`config.mk`:
```
export PLATFORM = sky130hd
export DESIGN_NAME = sdram_act_gate
export DESIGN_NICKNAME = d
export VERILOG_FILES = /design/src/rtl/sdram_gate_pkg.sv /design/src/rtl/gate_down_cnt.sv /design/src/rtl/gate_bank_slot.sv /design/src/rtl/gate_rule_check.sv /design/src/rtl/sdram_act_gate.sv
export SDC_FILE = /design/constraint.sdc
export NUM_CORES = 1
export LEC_CHECK = 0
export BUFFER_PORTS_ARGS = -buffer_cell sky130_fd_sc_hd__buf_2
export CAP_MARGIN = 20
export CORE_MARGIN = 1
export CORE_UTILIZATION = 57
export CTS_CLUSTER_DIAMETER = 100
export DETAILED_ROUTE_END_ITERATION = 10
export MAX_ROUTING_LAYER = met4
export PLACE_DENSITY = 0.86
export SYNTH_ARGS = -nofsm -noshare
export SYNTH_HDL_FRONTEND = slang
export SYNTH_SLANG_ARGS = --single-unit
```
`constraint.sdc`:
```
create_clock -name clk -period 4.8 [get_ports clk]
set_input_delay 0.48 -clock clk [delete_from_list [all_inputs] [get_ports clk]]
set_output_delay 0.48 -clock clk [all_outputs]
set_load 0.005 [all_outputs]
```
`src/rtl/sdram_gate_pkg.sv`:
```
// Package for the activation gate: the opcode encoding and the
// conversion of a nanosecond limit into a whole number of clock cycles.
// Assumes all limits and the clock period are positive integers in ns.
package sdram_gate_pkg;

    typedef enum logic [2:0] {
        OP_NOP = 3'd0,
        OP_ACT = 3'd1,
        OP_RD  = 3'd2,
        OP_WR  = 3'd3,
        OP_PRE = 3'd4
    } sd_op_e;

    // Round-up division of a limit by the clock period.
    function automatic int ns_to_cyc(input int lim_ns, input int tck_ns);
        return (lim_ns + tck_ns - 1) / tck_ns;
    endfunction

endpackage

```
`src/rtl/gate_down_cnt.sv`:
```
// Reloadable down-counter. A load sets it to load_val. After that it
// drops by one each clock until it reaches zero. zero is high at zero.
// Assumes load_val fits in WIDTH bits.
module gate_down_cnt #(
    parameter int WIDTH = 4
) (
    input  logic             clk,
    input  logic             rst_n,
    input  logic             load,
    input  logic [WIDTH-1:0] load_val,
    output logic             zero
);
    logic [WIDTH-1:0] cnt_q;

    // Load on request, otherwise count down to zero and stop there.
    always_ff @(posedge clk) begin
        if (!rst_n)
            cnt_q <= '0;
        else if (load)
            cnt_q <= load_val;
        else if (cnt_q != '0)
            cnt_q <= cnt_q - 1'b1;
    end

    assign zero = (cnt_q == '0);

    // a nonzero load must keep the counter busy for at least one cycle
    cnt_load_busy_chk: assert property (@(posedge clk) disable iff (!rst_n)
        (load && load_val != '0) |=> !zero);
endmodule

```
`src/rtl/gate_bank_slot.sv`:
```
// State of one bank: the open flag, the latched row, and the
// open-to-access and same-bank activate-spacing counters.
// Assumes act_go and pre_go are never high together.
module gate_bank_slot #(
    parameter int ROW_W  = 13,
    parameter int CNT_W  = 4,
    parameter int RCD_LD = 2,
    parameter int RC_LD  = 7
) (
    input  logic             clk,
    input  logic             rst_n,
    input  logic             act_go,
    input  logic             pre_go,
    input  logic [ROW_W-1:0] row_in,
    output logic             is_open,
    output logic [ROW_W-1:0] open_row,
    output logic             rcd_zero,
    output logic             rc_zero
);
    // Open flag: set by an accepted ACTIVE, cleared by an accepted PRECHARGE.
    always_ff @(posedge clk) begin
        if (!rst_n)
            is_open <= 1'b0;
        else if (act_go)
            is_open <= 1'b1;
        else if (pre_go)
            is_open <= 1'b0;
    end

    // Row store: capture the row named by the accepted ACTIVE.
    always_ff @(posedge clk) begin
        if (!rst_n)
            open_row <= '0;
        else if (act_go)
            open_row <= row_in;
    end

    gate_down_cnt #(.WIDTH(CNT_W)) u_rcd (
        .clk(clk), .rst_n(rst_n), .load(act_go),
        .load_val(CNT_W'(RCD_LD)), .zero(rcd_zero)
    );

    gate_down_cnt #(.WIDTH(CNT_W)) u_rc (
        .clk(clk), .rst_n(rst_n), .load(act_go),
        .load_val(CNT_W'(RC_LD)), .zero(rc_zero)
    );

    // an ACTIVE is only accepted while the bank is closed
    act_on_closed_chk: assert property (@(posedge clk) disable iff (!rst_n)
        act_go |-> !is_open);
endmodule

```
`src/rtl/gate_rule_check.sv`:
```
// Combinational rule check for the command on offer. ready is high
// when every timing counter for the command has expired. illegal is
// high when the command breaks a bank-state rule.
// Assumes bank indexes a populated bank.
module gate_rule_check
    import sdram_gate_pkg::*;
#(
    parameter int NUM_BANKS = 4,
    parameter int BANK_W    = 2
) (
    input  sd_op_e               op,
    input  logic [BANK_W-1:0]    bank,
    input  logic [NUM_BANKS-1:0] open_vec,
    input  logic [NUM_BANKS-1:0] rcd_zero_vec,
    input  logic [NUM_BANKS-1:0] rc_zero_vec,
    input  logic                 rrd_zero,
    output logic                 ready,
    output logic                 illegal
);
    // Decode the per-opcode timing and state conditions.
    always_comb begin
        ready   = 1'b1;
        illegal = 1'b0;
        case (op)
            OP_NOP: ;
            OP_ACT: begin
                ready   = rc_zero_vec[bank] && rrd_zero;
                illegal = open_vec[bank];
            end
            OP_RD, OP_WR: begin
                ready   = rcd_zero_vec[bank];
                illegal = !open_vec[bank];
            end
            OP_PRE: ;
            default: illegal = 1'b1;
        endcase
    end
endmodule

```
`src/rtl/sdram_act_gate.sv`:
```
// SDRAM row activation timing gate (top). It converts the nanosecond
// limits to cycles, keeps one slot per bank and a global cross-bank
// activate counter, and forwards each command that is valid, ready and
// legal. Illegal commands are dropped and set a sticky flag.
// Assumes NUM_BANKS is a power of two and all timing limits are positive.
module sdram_act_gate
    import sdram_gate_pkg::*;
#(
    parameter int NUM_BANKS = 4,
    parameter int ROW_W     = 13,
    parameter int TCK_NS    = 8,
    parameter int TRCD_NS   = 20,
    parameter int TRC_NS    = 60,
    parameter int TRRD_NS   = 15
) (
    input  logic                         clk,
    input  logic                         rst_n,
    input  logic                         cmd_valid,
    input  logic [2:0]                   cmd_op,
    input  logic [$clog2(NUM_BANKS)-1:0] cmd_bank,
    input  logic [ROW_W-1:0]             cmd_row,
    output logic                         cmd_ready,
    output logic                         cmd_illegal,
    output logic                         err_sticky,
    output logic                         mem_valid,
    output logic [2:0]                   mem_op,
    output logic [$clog2(NUM_BANKS)-1:0] mem_bank,
    output logic [ROW_W-1:0]             mem_row
);
    localparam int BANK_W  = $clog2(NUM_BANKS);
    localparam int RCD_CYC = ns_to_cyc(TRCD_NS, TCK_NS);
    localparam int RC_CYC  = ns_to_cyc(TRC_NS, TCK_NS);
    localparam int RRD_CYC = ns_to_cyc(TRRD_NS, TCK_NS);
    localparam int MAX_CYC = (RC_CYC > RCD_CYC) ? ((RC_CYC > RRD_CYC) ? RC_CYC : RRD_CYC)
                                                : ((RCD_CYC > RRD_CYC) ? RCD_CYC : RRD_CYC);
    localparam int CNT_W   = $clog2(MAX_CYC + 1);
    localparam int RCD_LD  = RCD_CYC - 1;
    localparam int RC_LD   = RC_CYC - 1;
    localparam int RRD_LD  = RRD_CYC - 1;

    sd_op_e               op;
    logic                 accept;
    logic                 rrd_zero;
    logic [NUM_BANKS-1:0] open_vec, rcd_zero_vec, rc_zero_vec;
    logic [ROW_W-1:0]     open_row [NUM_BANKS];

    assign op     = sd_op_e'(cmd_op);
    assign accept = cmd_valid && cmd_ready && !cmd_illegal;

    // One state slot per bank, each driven by its own decoded strobes.
    for (genvar b = 0; b < NUM_BANKS; b++) begin : g_bank
        logic act_go, pre_go;
        assign act_go = accept && (op == OP_ACT) && (cmd_bank == BANK_W'(b));
        assign pre_go = accept && (op == OP_PRE) && (cmd_bank == BANK_W'(b));

        gate_bank_slot #(
            .ROW_W(ROW_W), .CNT_W(CNT_W), .RCD_LD(RCD_LD), .RC_LD(RC_LD)
        ) u_slot (
            .clk(clk), .rst_n(rst_n), .act_go(act_go), .pre_go(pre_go),
            .row_in(cmd_row), .is_open(open_vec[b]), .open_row(open_row[b]),
            .rcd_zero(rcd_zero_vec[b]), .rc_zero(rc_zero_vec[b])
        );
    end

    gate_down_cnt #(.WIDTH(CNT_W)) u_rrd (
        .clk(clk), .rst_n(rst_n), .load(accept && op == OP_ACT),
        .load_val(CNT_W'(RRD_LD)), .zero(rrd_zero)
    );

    gate_rule_check #(.NUM_BANKS(NUM_BANKS), .BANK_W(BANK_W)) u_rules (
        .op(op), .bank(cmd_bank), .open_vec(open_vec),
        .rcd_zero_vec(rcd_zero_vec), .rc_zero_vec(rc_zero_vec),
        .rrd_zero(rrd_zero), .ready(cmd_ready), .illegal(cmd_illegal)
    );

    // Sticky error: set by any offered command that breaks a state rule.
    always_ff @(posedge clk) begin
        if (!rst_n)
            err_sticky <= 1'b0;
        else if (cmd_valid && cmd_illegal)
            err_sticky <= 1'b1;
    end

    // Forwarding: non-NOP accepted commands, with the open row for accesses.
    always_comb begin
        mem_valid = accept && (op != OP_NOP);
        mem_op    = cmd_op;
        mem_bank  = cmd_bank;
        mem_row   = (op == OP_RD || op == OP_WR) ? open_row[cmd_bank] : cmd_row;
    end


    acc_needs_open_chk: assert property (@(posedge clk) disable iff (!rst_n)
        (mem_valid && (op == OP_RD || op == OP_WR)) |-> open_vec[cmd_bank]);

    acc_after_rcd_chk: assert property (@(posedge clk) disable iff (!rst_n)
        (mem_valid && (op == OP_RD || op == OP_WR)) |-> rcd_zero_vec[cmd_bank]);

    act_rrd_spacing_chk: assert property (@(posedge clk) disable iff (!rst_n)
        (mem_valid && op == OP_ACT) |-> rrd_zero);

    act_rc_spacing_chk: assert property (@(posedge clk) disable iff (!rst_n)
        (mem_valid && op == OP_ACT) |-> rc_zero_vec[cmd_bank]);

    act_opens_bank_chk: assert property (@(posedge clk) disable iff (!rst_n)
        (accept && op == OP_ACT) |=> open_vec[$past(cmd_bank)]);

    err_hold_chk: assert property (@(posedge clk) disable iff (!rst_n)
        err_sticky |=> err_sticky);

    illegal_dropped_chk: assert property (@(posedge clk) disable iff (!rst_n)
        cmd_illegal |-> !mem_valid);
endmodule

```
==> impl_metrics.ini, run 1 <==
[run_status]
outcome = finished clean

[critical_path]
critical_path.top_delay_family = simple AND/OR/NAND/NOR gates
cpMaxStageDelayCell = nor3b_1
crit_type = reg2out
path_cells = inv_1 > ha_1 > nor3b_1 > o22ai_1 > nor3_4 > or2_2 > and4_1 > buf_2
crit_required_ns = 4.32
end_kind = output port
cp_max_fo = 6
crit_path_start_kind = flip-flop
r2r-end = g_bank[3].u_slot.u_rcd.cnt_q[3]
crit_buf_inv = 2
cpPeakStageDelay_ns = 0.51
r2r_start = g_bank[1].u_slot.u_rc.cnt_q[0]
reg2reg_slack_ns = 2.33
critPathLaunch = g_bank[1].u_slot.u_rc.cnt_q[0]
worstRegToRegCells = 8
arrival_ns = 2.54

[drt]
ant_nets = 0
drc_errors = 0
first_iter_violations = 136
routed_wl_microns = 8780
post_drt_wl_per_cell_microns = 14.9
dr.pass1.iters = 4
via_count = 3324
via_per_inst = 5.65

[timing]
setup_viol = 0
setup_tns_ns = 0
fmax_mhz = 331
skew_ns = 0.0159
fin_crit_sh = 0.630
rsz0062_at_grt = false
hold-worst-slack_ns = 0.452
tightestPinTransition_ns = 0.696
max_slew_margin = 0.536
fin_ws_ns = 1.78
hold_viol_final = 0
fin_crit_ns = 3.02
slew_viol_final = 0

[power]
combinationalPowerShare = 0.272
intPower_mw = 1.40
p_seq_frac = 0.452
power_density_nw_per_um2 = 403
p_sw_frac = 0.301
switching_power_mw = 0.602
p_leak_nw = 2.36
p_clk_frac = 0.277
irDropWorstVdd_v = 0.000252

[yosys]
synth_nets = 484
synth.area.top_cells = dfxtp_1 41%, mux2i_1 12%, mux4_2 7.0%
yosysWarnings = 0
syn_inst = 453
synthArstFlopShare = 0
synth_edf_count = 0
synth-seq-cells = 93
synth_cell_types = 39
synth_top_area_frac = 0.411
synthFlopType = dfxtp_1
post-synth-top-area-cell = dfxtp_1
syn_area_sq_um = 4530
yosysSeqAreaShare = 0.411
avgSynthCellArea_sq_um = 10.0

[place]
dp_hpwl_microns = 5920
numPortBuffers = 42
dp_cells = 572
post_dp_cell_area_sq_um = 4750
dp_slack_ns = 2.04
place_congestion = 0.846

[clock_network]
clkSinkCount = 93
clk_path_buf_depth = 2
h-tree-depth = 3
cts_inserted_buffers = 9
worstSkewPairLatency_ns = 0.36
cts_root_buf = clkbuf_8
cts_setup_buffers = 0
cts_tree = built
cts_resized = 0
clk_pin_slew_worst_paths_ns = 0.10
cts-hold-fix-buffers = 0

[die]
io_pins = 43
start_util = 0.587
die_w_microns = 91.2
die_area_sq_um = 8320
die_h_microns = 91.2
rows = 32
core_area_sq_um = 7730

[grt]
grt_pass1_vias = 3274
grt-ovfl-total = 0
grt_max_degree = 66
grt_pass1_wl_microns = 14900
grt_use_total = 0.231
antenna_found_initial = 0

[final_layout]
area_growth_pct = 9.49
nets = 512
finalNonFillerCells = 588
n_antenna_cell = 0
drive_above_1_share = 0.233
design_area_sq_um = 4960

[hold_path]
hold_depth = 3
min_path_type = in2reg
hold_path.startpoint = cmd_row[11]
hold_end = g_bank[2].u_slot.open_row[11]

[flow_run]
maxCapViolCount = 0
==> metrics by stage <==
stage	utilization	total power [mW]
2_1_floorplan	-	1.35
5_1_grt	0.642	2.13
6_report	0.642	2.00
3_5_place_dp	0.614	1.47
3_3_place_gp	0.614	1.43
4_1_cts	0.642	2.02
==> placed cells by master, fill, tap and decap left out, drive strengths merged, types with 7 or more instances in the layout <==
cell type and n:
a21boi 21, and3 14, buf 48, clkbuf 11
dfxtp 93, ha 10, inv 16, mux2 19
mux2i 53, mux4 14, nand2 74, nor2 14
nor3 18, nor3b 7, o21ai 15
==> synthesized netlist by cell type (all sizes together) (2+ instances only) <==
cell type / number
dfxtp: 93
nand2: 74
mux2i: 53
a21boi: 21
mux2: 19
buf: 18
nor3: 18
o21ai: 15
and3: 14
inv: 14
mux4: 14
nor2: 14
clkbuf: 13
ha: 10
nor3b: 7
a21oi: 6
and4b: 6
or3: 6
xnor2: 6
o211ai: 5
a21o: 4
nor4: 4
or4b: 4
nor2b: 3
and4: 2
nand2b: 2
o22ai: 2
or2: 2
==> layout make-up <==
type | instances | area, sq um
fillers | 632 | 2760
multi-input cells | 315 | 2450
flip-flops and latches | 93 | 1860
repair buffers | 48 | 255
clock buffers | 11 | 151
well taps | 102 | 128
clock inverters | 5 | 66.3
inverters | 14 | 52.6
==> state kept, by name, summed over array words and instances, names as in the netlist <==
register / count
err_sticky: 1
g_bank.u_slot.u_rc.cnt_q: 16
u_rrd.cnt_q: 4
g_bank.u_slot.is_open: 4
g_bank.u_slot.u_rcd.cnt_q: 16
g_bank.u_slot.open_row: 52
==> metal layers <==
layer	routed length, microns	vias to the layer above	GRT usage
met5	0	-	-
met4	95	0	0.0569
met3	443	9	0.0536
li1	-	1650	-
met2	4320	77	0.385
met1	3920	1588	0.283
==> power by group through the flow <==
stage | registers (mW) | logic, mW | clock network, mW
after floorplan | 0.908 | 0.439 | 0
after global placement | 0.917 | 0.512 | 0
after detailed placement | 0.921 | 0.545 | 0
after CTS | 0.903 | 0.548 | 0.565
after global routing | 0.914 | 0.619 | 0.593
final | 0.903 | 0.543 | 0.553
==> tightest hold or removal path, stage by stage <==
cell and delay (ns):
buf_2 0.10, nand2_1 0.11, mux2i_1 0.08
==> cell families after synthesis <==
group                    share of synthesized area
adder cells (fa/ha/maj)                     0.0276
multiplexers                                 0.234
XOR/XNOR                                    0.0135
AO/OA/AOI/OAI                               0.0855
flip-flops                                   0.411
AND/OR/NAND/NOR                              0.180
buffers and inverters                       0.0491
==> worst max path at each step <==
stage,endpoint,depth (start not counted)
after global routing,mem_valid,8
after CTS,mem_valid,8
after detailed placement,mem_valid,6
after global placement,mem_valid,6
after floorplan,mem_row[2],4
final,mem_valid,8
Power figures use the tool's default switching activity.
==> run 2, diff against run 1 <==
==> constraint.sdc (replaced) <==
create_clock -name clk -period 2.96 [get_ports clk]
set_input_delay 0.296 -clock clk [delete_from_list [all_inputs] [get_ports clk]]
set_output_delay 0.296 -clock clk [all_outputs]
set_load 0.005 [all_outputs]
==> impl_metrics.ini, run 2 (same netlist as run 1, synthesis figures left out) <==
[drt]
drc_errors = 0
ant_nets = 0
post_drt_wl_per_cell_microns = 15.1
dr.pass1.iters = 4
top_layer = met4
first_iter_violations = 161
route.met3.wl_microns = 390
met1_length_microns = 3940
via_per_inst = 5.69
wl_met2_microns = 4440
via_count = 3377
routed_wl_microns = 8940

[critical_path]
crit_type = reg2out
cp_max_fo = 6
r2r-end = g_bank[3].u_slot.u_rcd.cnt_q[0]
critPathLaunch = g_bank[1].u_slot.u_rc.cnt_q[0]
crit_path_start_kind = flip-flop
worstRegToRegCells = 8
r2r_start = g_bank[1].u_slot.u_rc.cnt_q[0]
reg2reg_slack_ns = 0.47
arrival_ns = 2.45
endpoint = mem_valid
end_kind = output port
crit_required_ns = 2.66

[final_layout]
area_growth_pct = 10.3
design_area_sq_um = 5000
final_cell_mix = 93 x dfxtp_1, 74 x nand2_1, 53 x mux2i_1
regMostFlops = g_bank.u_slot.open_row
final_common_cell = dfxtp_1
nets = 517
largest_reg_flops = 52
n_antenna_cell = 0
utilization = 0.648
reg.largest.list = g_bank.u_slot.open_row (52), g_bank.u_slot.u_rc.cnt_q (16), g_bank.u_slot.u_rcd.cnt_q (16)
finalNonFillerCells = 593
drive_above_1_share = 0.240

[grt]
antenna_found_initial = 0
grt_max_degree = 107
grt_pass1_vias = 3318
grt_use_total = 0.236
grt_pass1_wl_microns = 15100
grt-ovfl-total = 0

[run_status]
outcome = finished clean

[clock_network]
clk_path_buf_depth = 2
cts_resized = 0
clkSinkCount = 93
cts_setup_buffers = 0
cts-hold-fix-buffers = 0
worstSkewPairLatency_ns = 0.36
clk_pin_slew_worst_paths_ns = 0.09
cts_inserted_buffers = 9
cts_root_buf = clkbuf_8
cts_tree = built
h-tree-depth = 3

[die]
die_area_sq_um = 8320
core_area_sq_um = 7730
rows = 32
die_h_microns = 91.2
io_pins = 43
die_w_microns = 91.2
start_util = 0.587

[timing]
setup_viol = 0
hold-worst-slack_ns = 0.274
fin_crit_sh = 0.927
fmax_mhz = 364
setup_tns_ns = 0
max_slew_margin = 0.609
fin_crit_ns = 2.74
slew_viol_final = 0
fin_ws_ns = 0.216
skew_ns = 0.0114
tightestPinTransition_ns = 0.585
rsz0062_at_grt = false
hold_viol_final = 0

[place]
dp_hpwl_microns = 6180
dp_cells = 577
numPortBuffers = 42
place_congestion = 0.836
dp_slack_ns = 0.510
post_dp_cell_area_sq_um = 4800

[power]
p_leak_nw = 2.38
power_density_nw_per_um2 = 646
power_mw = 3.23
irDropWorstVdd_v = 0.000316

[flow_run]
maxCapViolCount = 0

[hold_path]
min_path_type = in2reg
==> run 2: critical path, stage by stage, from the launching register on <==
cell,delay (ns)
dfxtp_1,0.32
inv_1,0.11
ha_1,0.20
nor3b_1,0.42
o22ai_1,0.20
nor3_4,0.36
or2_2,0.19
and4_1,0.18
buf_2,0.11
==> run 2: power by group <==
part	total, mW	internal, mW	switching (mW)
clock network	0.867	0.419	0.448
registers	1.47	1.38	0.0911
logic	0.894	0.447	0.448
total	3.23	2.24	0.987
==> run 2: worst min path at each step <==
| stage | startpoint | to | slack (ns) | depth (start not counted) |
|---|---|---|---|---|
| 6_report | cmd_row[11] | g_bank[0].u_slot.open_row[11] | 0.27 | 3 |
| 3_5_place_dp | g_bank[2].u_slot.open_row[11] | g_bank[2].u_slot.open_row[11] | 0.45 | 2 |
| 3_3_place_gp | g_bank[0].u_slot.open_row[8] | g_bank[0].u_slot.open_row[8] | 0.44 | 2 |
| 5_1_grt | cmd_row[4] | g_bank[2].u_slot.open_row[4] | 0.28 | 3 |
| 2_1_floorplan | g_bank[1].u_slot.open_row[12] | g_bank[1].u_slot.open_row[12] | 0.44 | 2 |
| 4_1_cts | cmd_row[7] | g_bank[1].u_slot.open_row[7] | 0.26 | 3 |
==> run 2: area by class of cell <==
class	instances	area, sq um
clock inverters	6	68.8
well taps	102	128
multi-input cells	315	2450
inverters	14	52.6
clock buffers	10	138
flip-flops and latches	93	1860
fillers	598	2720
repair buffers	53	305
==> run 2: layer usage <==
| metal | GRT usage | up-vias |
|---|---|---|
| li1 | - | 1669 |
| met1 | 0.280 | 1619 |
| met2 | 0.396 | 72 |
| met3 | 0.0410 | 17 |
| met4 | 0.0979 | 0 |
| met5 | - | - |
==> run 3, diff against run 2 <==
--- a/config.mk
+++ b/config.mk
@@ -15,4 +15,5 @@
 export PLACE_DENSITY = 0.86
 export SYNTH_ARGS = -nofsm -noshare
 export SYNTH_HDL_FRONTEND = slang
+export SYNTH_HIERARCHICAL = 1
 export SYNTH_SLANG_ARGS = --single-unit
==> impl_metrics.ini, run 3 <==
[timing]
max_slew_margin = 0.429
skew_ns = 0.0131
fmax_mhz = 361
setup_viol = 0
tightestPinTransition_ns = 0.856
fin_ws_ns = 0.187
rsz0062_at_grt = false
slew_viol_final = 0
hold_viol_final = 0
setup_tns_ns = 0
fin_crit_sh = 0.937
hold-worst-slack_ns = 0.236
fin_crit_ns = 2.77

[yosys]
synth-compound-area-share = 0.0668
synth-simple-area-share = 0.199
yosysWarnings = 6
synth-seq-cells = 93
syn_area_sq_um = 5100
synthArstFlopShare = 0
syn_inst = 464
synthXorXnorAreaFrac = 0.0327
avgSynthCellArea_sq_um = 11.0
post-synth-top-area-cell = dfxtp_1
synth_edf_count = 0
synth.area.top_cells = dfxtp_1 37%, mux2i_1 12%, nor2b_1 7.1%
yosysSeqAreaShare = 0.365
synth_cell_types = 39
synth_top_family_by_area = multiplexers
synthFlopType = dfxtp_1
synthAdderAreaFrac = 0.0221
synth_top_area_frac = 0.365
synth_commonest_cells = 93 x dfxtp_1, 61 x mux2i_1, 58 x nor2b_1, 27 x nand3_1
muxShareOfSynthArea = 0.249
synth.most_common_cell = dfxtp_1

[clock_network]
cts_root_buf = clkbuf_8
clk_path_buf_depth = 2
h-tree-depth = 3
worstSkewPairLatency_ns = 0.36
cts_inserted_buffers = 9
cts-hold-fix-buffers = 0
cts_tree = built
clk_pin_slew_worst_paths_ns = 0.10
clkSinkCount = 93

[hold_path]
min_path_type = in2reg
hold_depth = 3
hold_end = err_sticky
hold_path.startpoint = cmd_valid

[final_layout]
n_antenna_cell = 0
regMostFlops = g_bank.u_slot/open_row
reg.largest.list = g_bank.u_slot/open_row (52), g_bank.u_slot/u_rc/cnt_q (16), g_bank.u_slot/u_rcd/cnt_q (16)
multi_input_area_sq_um = 3080
area_growth_pct = 12.9
final_cell_mix = 93 x dfxtp_1, 61 x mux2i_1, 58 x nor2b_1
seq_area_sq_um = 1860
num-fill-cells = 673
largest_reg_flops = 52
utilization = 0.663
drive_above_1_share = 0.251
design_area_sq_um = 5750
nets = 566
final_common_cell = dfxtp_1
finalNonFillerCells = 649

[die]
rows = 34
start_util = 0.587
core_area_sq_um = 8680
io_pins = 43
die_area_sq_um = 9320
die_h_microns = 96.6
die_w_microns = 96.6

[grt]
grt_pass1_vias = 3445
grt_pass1_wl_microns = 15900
grt-ovfl-total = 0
antenna_found_initial = 0
grt_max_degree = 46
grt_use_total = 0.230

[drt]
first_iter_violations = 154
post_drt_wl_per_cell_microns = 15.2
dr.pass1.iters = 4
ant_nets = 0
drc_errors = 0
via_per_inst = 5.42
via_count = 3520
routed_wl_microns = 9830

[place]
numPortBuffers = 42
dp_hpwl_microns = 6730
post_dp_cell_area_sq_um = 5510
dp_cells = 632
dp_slack_ns = 0.0881
place_congestion = 0.812

[power]
power_density_nw_per_um2 = 743
irDropWorstVdd_v = 0.000374
p_leak_nw = 2.22
power_mw = 4.28

[critical_path]
cp_max_fo = 25
crit_required_ns = 3.22
arrival_ns = 3.04
r2r_start = g_bank[0].u_slot/u_rcd/cnt_q[0]
reg2reg_slack_ns = 0.19
end_kind = flip-flop
worstRegToRegCells = 12
crit_path_start_kind = flip-flop
r2r-end = g_bank[1].u_slot/u_rcd/cnt_q[3]
crit_type = reg2reg

[flow_run]
maxCapViolCount = 0

[run_status]
outcome = finished clean
## run 3: cell types whose count changed in the layout (fill, tap and decap cells not counted), sizes merged, moves of 8 or more
cell	delta
nand2	-64
nor2b	+55
conb	+36
nand3	+26
a21boi	-21
nand2b	+17
and3	-14
nor2	-12
xnor2	+12
o211a	+9
o31ai	+9
mux2i	+8
## run 3: kinds of logic (layout without fill, tap and decap cells)
family                     after synthesis  in the layout
and+or+nand+nor                        149            149
muxes                                  100            100
DFF                                     93             93
AOI/OAI and AO/OA                       44             44
buffers and inverters                   40             91
xor gates and xnor gates                19             19
other                                   10             36
adders and majority gates                9              9
## run 3: layer usage
layer  global-route usage  part of all wire
met5                    -                 0
met4                0.104             0.021
met1                0.264              0.45
met2                0.395              0.50
met3               0.0352             0.025
## run 3: worst max-delay path by stage
stage / from / endpoint / slack, ns / depth (start not counted)
finish: g_bank[0].u_slot/u_rcd/cnt_q[0] / g_bank[1].u_slot/u_rcd/cnt_q[3] / 0.19 / 12
global route: g_bank[3].u_slot/u_rc/cnt_q[0] / g_bank[1].u_slot/u_rcd/cnt_q[3] / 0.03 / 12
CTS: g_bank[3].u_slot/u_rc/cnt_q[0] / g_bank[3].u_slot/u_rcd/cnt_q[3] / 0.07 / 11
detailed placement: g_bank[3].u_slot/u_rcd/cnt_q[0] / g_bank[3].u_slot/u_rcd/cnt_q[3] / 0.09 / 11
global placement: g_bank[3].u_slot/u_rc/cnt_q[0] / g_bank[3].u_slot/u_rcd/cnt_q[3] / 0.16 / 11
floorplan: g_bank[1].u_slot/u_rcd/cnt_q[0] / g_bank[1].u_slot/open_row[1] / -0.11 / 12
## run 3: repair_timing
action,in CTS,in global routing
setup endpoints to repair,0,77
gates resized for setup,0,1
buffers inserted,0,1
## run 3: worst max-delay path, stage by stage, from the launching register on
cell	delay, ns
dfxtp_1	0.36
inv_1	0.08
ha_1	0.23
nor3b_4	0.18
mux4_1	0.49
nor3b_1	0.20
a31oi_1	0.08
nand3b_1	0.12
buf_4	0.18
nor3_2	0.08
buf_12	0.17
nand2b_1	0.21
o31ai_1	0.26
## run 3: cell type report
cell class / instances / area share
repair buffers: 57 / 0.0670
inverters: 18 / 0.0117
clock buffers: 9 / 0.0215
multi-input cells: 357 / 0.535
well taps: 108 / 0.0235
flip-flops and latches: 93 / 0.324
clock inverters: 7 / 0.0178
## run 3: power breakdown
group / total, mW / internal, mW / switching, mW
sequential: 1.66 / 1.46 / 0.202
combinational: 1.66 / 0.917 / 0.739
clock: 0.957 / 0.488 / 0.469
total: 4.28 / 2.87 / 1.41
